--- config.mk ---
export PLATFORM = sky130hd
export DESIGN_NAME = rfsm_top
export DESIGN_NICKNAME = d
export VERILOG_FILES = /design/src/rtl/rfsm_pkg.sv /design/src/rtl/rfsm_rst_sync.sv /design/src/rtl/rfsm_ram.sv /design/src/rtl/rfsm_level.sv /design/src/rtl/rfsm_top.sv
export SDC_FILE = /design/constraint.sdc
export NUM_CORES = 1
export LEC_CHECK = 0
export BUFFER_PORTS_ARGS = -buffer_cell sky130_fd_sc_hd__buf_2
export CAP_MARGIN = 20
export CELL_PAD_IN_SITES_DETAIL_PLACEMENT = 0
export CELL_PAD_IN_SITES_GLOBAL_PLACEMENT = 1
export CORE_MARGIN = 8
export CORE_UTILIZATION = 50
export DETAILED_ROUTE_END_ITERATION = 6
export PLACE_DENSITY = 0.82
export SLEW_MARGIN = 20
export SYNTH_ARGS = -nofsm -noshare
export SYNTH_HDL_FRONTEND = slang
export SYNTH_HIERARCHICAL = 1
export SYNTH_SLANG_ARGS = --single-unit
--- constraint.sdc ---
create_clock -name clk -period 6.6 [get_ports clk]
set_clock_uncertainty 0.2 [all_clocks]
set_input_delay 0.66 -clock clk [delete_from_list [all_inputs] [get_ports clk]]
set_output_delay 0.66 -clock clk [all_outputs]
set_load 0.01 [all_outputs]
--- src/rtl/rfsm_pkg.sv ---
package rfsm_pkg;

  typedef enum logic {
    RAM_PICK = 1'b0,
    RAM_SUCC = 1'b1
  } ram_kind_e;

  function automatic int unsigned bits_for(input int unsigned n);
    int unsigned w;
    w = 1;
    while ((1 << w) < n) w++;
    return w;
  endfunction

  function automatic int unsigned max_of(input int unsigned a, input int unsigned b);
    return (a > b) ? a : b;
  endfunction

endpackage

--- src/rtl/rfsm_rst_sync.sv ---
module rfsm_rst_sync (
  input  logic clk,
  input  logic rst_n,
  output logic rst_n_o
);

  logic [1:0] sync_q;

  always_ff @(posedge clk or negedge rst_n) begin
    if (!rst_n) begin
      sync_q <= '0;
    end else begin
      sync_q <= {sync_q[0], 1'b1};
    end
  end

  assign rst_n_o = sync_q[1];

endmodule

--- src/rtl/rfsm_ram.sv ---
module rfsm_ram #(
  parameter int unsigned AW = 3,
  parameter int unsigned DW = 3
) (
  input  logic          clk,
  input  logic          rst_n,
  input  logic          we_i,
  input  logic [AW-1:0] waddr_i,
  input  logic [DW-1:0] wdata_i,
  input  logic [AW-1:0] raddr_i,
  output logic [DW-1:0] rdata_o
);

  localparam int unsigned DEPTH = 1 << AW;

  logic [DEPTH-1:0][DW-1:0] mem_q;
  logic [DEPTH-1:0][DW-1:0] mem_d;

  always_comb begin
    mem_d = mem_q;
    if (we_i) begin
      mem_d[waddr_i] = wdata_i;
    end
  end

  always_ff @(posedge clk or negedge rst_n) begin
    if (!rst_n) begin
      mem_q <= '0;
    end else if (we_i) begin
      mem_q <= mem_d;
    end
  end

  assign rdata_o = mem_q[raddr_i];


  wr_land_chk: assert property (@(posedge clk) disable iff (!rst_n)
    we_i |=> (mem_q[$past(waddr_i)] == $past(wdata_i)));


  no_wr_hold_chk: assert property (@(posedge clk) disable iff (!rst_n)
    !we_i |=> $stable(mem_q));

endmodule

--- src/rtl/rfsm_level.sv ---
module rfsm_level #(
  parameter int unsigned NUM_IN = 8,
  parameter int unsigned ST_W   = 3,
  parameter int unsigned SEL_W  = 3,
  parameter int unsigned DATA_W = 3
) (
  input  logic              clk,
  input  logic              rst_n,
  input  logic              pick_we_i,
  input  logic              succ_we_i,
  input  logic [ST_W:0]     wr_addr_i,
  input  logic [DATA_W-1:0] wr_data_i,
  input  logic [NUM_IN-1:0] x_i,
  input  logic [ST_W-1:0]   st_i,
  output logic [ST_W-1:0]   st_o
);

  localparam int unsigned PAD_N = 1 << SEL_W;

  logic [PAD_N-1:0] x_pad;
  logic [SEL_W-1:0] pick_idx;
  logic             tested_bit;
  logic [ST_W:0]    succ_raddr;

  // Inputs beyond NUM_IN read as zero
  if (PAD_N == NUM_IN) begin : g_no_pad
    assign x_pad = x_i;
  end else begin : g_pad
    assign x_pad = {{(PAD_N - NUM_IN){1'b0}}, x_i};
  end

  rfsm_ram #(
    .AW (ST_W),
    .DW (SEL_W)
  ) pick_ram_i (
    .clk     (clk),
    .rst_n   (rst_n),
    .we_i    (pick_we_i),
    .waddr_i (wr_addr_i[ST_W-1:0]),
    .wdata_i (wr_data_i[SEL_W-1:0]),
    .raddr_i (st_i),
    .rdata_o (pick_idx)
  );

  assign tested_bit = x_pad[pick_idx];
  // Partial state in the upper address bits, tested bit at bit 0
  assign succ_raddr = {st_i, tested_bit};

  rfsm_ram #(
    .AW (ST_W + 1),
    .DW (ST_W)
  ) succ_ram_i (
    .clk     (clk),
    .rst_n   (rst_n),
    .we_i    (succ_we_i),
    .waddr_i (wr_addr_i),
    .wdata_i (wr_data_i[ST_W-1:0]),
    .raddr_i (succ_raddr),
    .rdata_o (st_o)
  );

endmodule

--- src/rtl/rfsm_top.sv ---
module rfsm_top
  import rfsm_pkg::*;
#(
  parameter int unsigned NUM_IN = 8,
  parameter int unsigned ST_W   = 3,
  parameter int unsigned LEVELS = 2,
  localparam int unsigned SEL_W  = bits_for(NUM_IN),
  localparam int unsigned DATA_W = max_of(ST_W, SEL_W),
  localparam int unsigned LVL_W  = bits_for(LEVELS),
  localparam int unsigned Y_W    = ST_W + 1
) (
  input  logic              clk,
  input  logic              rst_n,
  input  logic [NUM_IN-1:0] x_i,
  input  logic              prog_we_i,
  input  logic [LVL_W-1:0]  prog_lvl_i,
  input  logic              prog_ram_i,
  input  logic [ST_W:0]     prog_addr_i,
  input  logic [DATA_W-1:0] prog_data_i,
  output logic [Y_W-1:0]    y_o
);

  logic                rst_int_n;
  logic [LEVELS-1:0]   pick_we;
  logic [LEVELS-1:0]   succ_we;
  logic [ST_W-1:0]     chain [LEVELS+1];
  logic [ST_W-1:0]     state_q;
  logic [ST_W-1:0]     state_d;

  rfsm_rst_sync rst_sync_i (
    .clk     (clk),
    .rst_n   (rst_n),
    .rst_n_o (rst_int_n)
  );

  // Write decode: one word of one memory per cycle
  always_comb begin
    for (int l = 0; l < LEVELS; l++) begin
      pick_we[l] = prog_we_i && (prog_lvl_i == LVL_W'(l))
                   && (ram_kind_e'(prog_ram_i) == RAM_PICK);
      succ_we[l] = prog_we_i && (prog_lvl_i == LVL_W'(l))
                   && (ram_kind_e'(prog_ram_i) == RAM_SUCC);
    end
  end

  assign chain[0] = state_q;

  for (genvar l = 0; l < LEVELS; l++) begin : g_level
    rfsm_level #(
      .NUM_IN (NUM_IN),
      .ST_W   (ST_W),
      .SEL_W  (SEL_W),
      .DATA_W (DATA_W)
    ) level_i (
      .clk       (clk),
      .rst_n     (rst_int_n),
      .pick_we_i (pick_we[l]),
      .succ_we_i (succ_we[l]),
      .wr_addr_i (prog_addr_i),
      .wr_data_i (prog_data_i),
      .x_i       (x_i),
      .st_i      (chain[l]),
      .st_o      (chain[l+1])
    );
  end

  always_comb begin
    state_d = chain[LEVELS];
  end

  always_ff @(posedge clk or negedge rst_int_n) begin
    if (!rst_int_n) begin
      state_q <= '0;
    end else begin
      state_q <= state_d;
    end
  end

  assign y_o = {1'b0, state_q};


  one_ram_chk: assert property (@(posedge clk) disable iff (!rst_int_n)
    $onehot0({pick_we, succ_we}));


  self_loop_chk: assert property (@(posedge clk) disable iff (!rst_int_n)
    (chain[LEVELS] == state_q) |=> $stable(state_q));


  wr_needs_we_chk: assert property (@(posedge clk) disable iff (!rst_int_n)
    !prog_we_i |-> ({pick_we, succ_we} == '0));

endmodule

* After elaboration in Yosys (flattened, before gate mapping)
Index checks and enable logic that the tools add are counted.
** Operators by class
- Order comparisons :: 10
- Multiplexer cells :: 20
- Bitwise operators :: 2
- Reduce and logical (&&, ||, !) cells :: 8
** Operators with widths (count)
- $bwmux W48 :: 2
- $bwmux W24 :: 2
- $bmux W3 S4 :: 2
- $lt A3 B4 Y1 const B :: 5
- $bmux W3 S3 :: 2
- $mux W3 :: 6
- $lt A4 B5 Y1 const B :: 3
- $demux W3 S4 :: 1
- $demux W3 S3 :: 1
- $logic_and A1 B1 Y1 :: 8
- $bmux W1 S3 :: 2
- $ge A4 B1 Y1 const B :: 1
- $ge A3 B1 Y1 const B :: 1
- $mux W1 :: 2
- $not A1 Y1 :: 2
** Word-level totals
- Flip-flop bits (word level) :: 149
- Input port bits :: 20
- Word-level logic and storage cells :: 90

* Longest topological paths before layout
- Word-level depth :: 12
- Depth in mapped cells :: 18
- Depth with buffers taken out :: 14

* Hierarchy
Netlist, hierarchy kept.
** Modules (own cells, without submodules)
- rfsm_ram (g_level[0].level_i.succ_ram_i ...) :: times used 2, cells an instance 154, area each 2306.0 um2, sequential area each 1201.2 um2
- rfsm_ram (g_level[0].level_i.pick_ram_i ...) :: times used 2, cells an instance 66, area each 1158.6 um2, sequential area each 600.6 um2
- rfsm_top :: times used 1, cells an instance 12, area each 146.4 um2, sequential area each 75.1 um2
- rfsm_level :: times used 2, cells an instance 3, area each 63.8 um2, sequential area each 0.0 um2
- rfsm_rst_sync :: times used 1, cells an instance 3, area each 53.8 um2, sequential area each 50.0 um2

* Worst setup path before layout
OpenSTA, ideal clock, no wires.
- Path type :: reg-to-reg
- From :: register state_q[0]
- To :: register state_q[1]
- Library setup time :: 0.127 ns
- Data arrival time :: 5.577 ns
- Setup slack :: 0.696 ns
- Stages on the path, launching flop included :: 19
- Buffers on the path :: 4
- Period minus slack after synthesis :: 5.904 ns
- Cells stage by stage :: dfrtp_1 buf_6 mux4_1 mux2_2 mux4_1 mux2_2 buf_2 mux4_2 a22oi_1 nand3_1 buf_6 mux4_1 mux2_2 mux4_1 mux2_2 buf_2 mux4_2 a22oi_1 nand3_1
** RTL lines
- start: declaration :: RTL line rfsm_top.sv:27 : logic [ST_W-1:0] state_q;
- start signal: assignment :: RTL line rfsm_top.sv:75 : state_q <= state_d;

==> flow_metrics.env <==
export IMPL_slew_viol_final=0
export IMPL_cts_tree="done"
export IMPL_ctsHtreeMaxLevel=4
export IMPL_crit_type="reg -> reg"
export IMPL_cts_root_buf="clkbuf_16"
export IMPL_grt_pass1_vias=4776
export IMPL_syn_to_final_growth_pct=12.9
export IMPL_ys_types=30
export IMPL_layout_setup_ws_ns=0.309
export IMPL_cts_sinks=149
export IMPL_crit_fanout=12
export IMPL_rsz0062_at_grt="false"
export IMPL_synth_most_common_cell="mux2_2"
export IMPL_cts_buffers=17
export IMPL_r2r_cells=14
export IMPL_avgSynthCellArea_um2=15.7
export IMPL_drt_first_pass_iters=4
export IMPL_antenna_found_initial=0
export IMPL_grt_pass1_wl_um=26600
export IMPL_setup_tns_ns=0
export IMPL_p_leak_uw=0.00364
export IMPL_required_ns=6.67
export IMPL_clockBufferDepth=2
export IMPL_gr_total_overflow=0
export IMPL_drc_errors=0
export IMPL_cp_arrival_ns=6.36
export IMPL_synth_top_cell_area_share=0.514
export IMPL_vias=4274
export IMPL_synthCells=461
export IMPL_die_w_um=136
export IMPL_synthesis_area_um2=7260
export IMPL_hold_viol_final=0
export IMPL_slew_headroom=0.331
export IMPL_cts_clk_slew_worst_paths_ns=0.06
export IMPL_vias_per_cell=6.24
export IMPL_postCtsSetupBuffers=0
export IMPL_placed_area_um2=7530
export IMPL_async_flop_share=1.00
export IMPL_yosysSeqAreaShare=0.514
export IMPL_critical_path_startpoint="state_q[0]"
export IMPL_start_util=0.505
export IMPL_die_area_um2=18600
export IMPL_core_um2=14400
export IMPL_ant_nets=0
export IMPL_grt_use_total=0.189
export IMPL_fin_crit_sh=0.953
export IMPL_hold_class="reg -> async"
export IMPL_synthesis_nets=481
export IMPL_final_nets=508
export IMPL_clk_latency_ns=0.42
export IMPL_ys_top_cells_by_area="dfrtp_1, mux2_2, mux4_2"
export IMPL_worst_pin_slew_ns=1.00
export IMPL_ir_drop_v=0.000286
export IMPL_pre_cts_slack_ns=0.222
export IMPL_yosys_top_cells_count="mux2_2, dfrtp_1, mux4_2"
export IMPL_fin_cells=685
export IMPL_initialDrtViolationCount=243
export IMPL_max_freq_ghz=0.159
export IMPL_synth_edf_count=0
export IMPL_status="complete, no violations"
export IMPL_finalInstanceArea_um2=8200
export IMPL_io_pins=24
export IMPL_critical_path_startpoint_type="register"
export IMPL_powerDensity_nw_per_um2=368
export IMPL_ys_seq_elements=149
export IMPL_core_rowCount=44
export IMPL_max_cap_violations=0
export IMPL_wl_per_cell_um=23.7
export IMPL_grt_max_degree=59
export IMPL_drive_gt1_frac=0.513
export IMPL_yosysTopAreaCell="dfrtp_1"
export IMPL_diodes=0
export IMPL_finalSetupViolCount=0
export IMPL_yosys_warnings=6
export IMPL_layout_min_cycle_time_ns=6.29
export IMPL_synth_ff_type="dfrtp_1"
export IMPL_portBuffers=22
export IMPL_wl_um=16200
export IMPL_r2r_start="state_q[0]"
export IMPL_end_kind="register"
export IMPL_die_y_um=136
export IMPL_place_congestion=0.771
export IMPL_placed_cells=652
export IMPL_dp_hpwl_um=10100
-- path summary, 6_finish.rpt --
kind	to	slack, ns
worst max-delay path	state_q[0]	0.31
worst min-delay path	g_level[1].level_i/succ_ram_i/mem_q[44]	0.10
min in group clk	rst_sync_i/sync_q[1]	0.16
worst max register to register	state_q[0]	0.31
worst min register to register	g_level[1].level_i/succ_ram_i/mem_q[44]	0.10
max in group asynchronous	g_level[0].level_i/succ_ram_i/mem_q[1]	4.29
-- registers in the layout, summed over array words and instances, names as in the netlist --
name / count
g_level.level_i/pick_ram_i/mem_q: 48
state_q: 3
g_level.level_i/succ_ram_i/mem_q: 96
rst_sync_i/sync_q: 2
-- worst max-delay path, stage by stage, from the launching register on --
cell     delay (ns)
dfrtp_1        0.54
mux4_1         0.59
mux2_2         0.30
mux4_1         0.46
mux2_2         0.46
mux4_2         0.49
a22oi_1        0.20
nand3_1        0.29
mux4_1         0.56
mux2_2         0.31
mux4_1         0.48
mux2_4         0.41
mux4_2         0.46
a22oi_1        0.22
nand3_1        0.15
-- where the power goes --
part	leakage, uW	switching (uW)	internal [uW]
clock	0.000317	358	699
combinational	0.00137	351	454
sequential	0.00195	99.5	1060
-- area by class of cell --
cell class / count / area [um2]
sequential: 149 / 3730
timing repair buffer: 30 / 173
clock buffer: 23 / 478
tap: 184 / 230
fill: 1090 / 6170
clock inverter: 9 / 173
multi-input combinational: 290 / 3410
-- placed cells by master, fill, tap and decap left out --
| cell | count |
|---|---|
| mux2_2 | 151 |
| dfrtp_1 | 148 |
| mux4_2 | 24 |
| buf_2 | 22 |
| clkbuf_16 | 17 |
| mux4_1 | 16 |
| nand3_1 | 14 |
| nor2_1 | 12 |
| nand2_1 | 10 |
| nand4b_1 | 8 |
| nor4b_2 | 8 |
| buf_4 | 7 |
| and4bb_2 | 6 |
| a22oi_1 | 6 |
| bufinv_16 | 5 |
| nand4_1 | 4 |
| nor2b_1 | 4 |
| nor3_1 | 4 |
| nand4bb_1 | 4 |
| clkbuf_1 | 3 |
| clkinv_2 | 3 |
| clkbuf_8 | 3 |
| and3b_1 | 2 |
| conb_1 | 2 |
| nand2b_2 | 2 |
| nand2b_1 | 2 |
| nand3b_1 | 2 |
| nor4_1 | 2 |
| nor4_2 | 2 |
| or4b_4 | 2 |
| and3_2 | 1 |
| nor3b_2 | 1 |
| clkinvlp_4 | 1 |
| mux2_4 | 1 |
| dlygate4sd3_1 | 1 |
| dfrtp_4 | 1 |
-- stage by stage --
step / hold slack, ns / utilization / total power, uW
global placement: 0.113 / 0.524 / 1940
detailed placement: 0.125 / 0.524 / 1960
global route: 0.163 / 0.570 / 3160
floorplan: 0.131 / - / 1790
CTS: 0.129 / 0.570 / 3030
finish: 0.103 / 0.570 / 3020
-- cells by family after synthesis --
family | synth area share
other | 0.00103
muxes | 0.368
and+or+nand+nor | 0.0938
AOI/OAI and AO/OA | 0.00621
DFF | 0.514
buffers and inverters | 0.0169
-- layer usage --
metal	track usage	vias up	routed length [um]
li1	-	1861	-
met1	0.237	2288	7040
met2	0.311	108	8140
met3	0.0462	17	827
met4	0.0720	0	222
met5	0	-	0
-- repair_timing --
action / CTS / global route
hold buffers: 1 / 0
gates resized for setup: 0 / 1
endpoints found under the setup margin: 0 / 2
hold endpoints to repair: 2 / 0
Power figures use the tool's default switching activity.
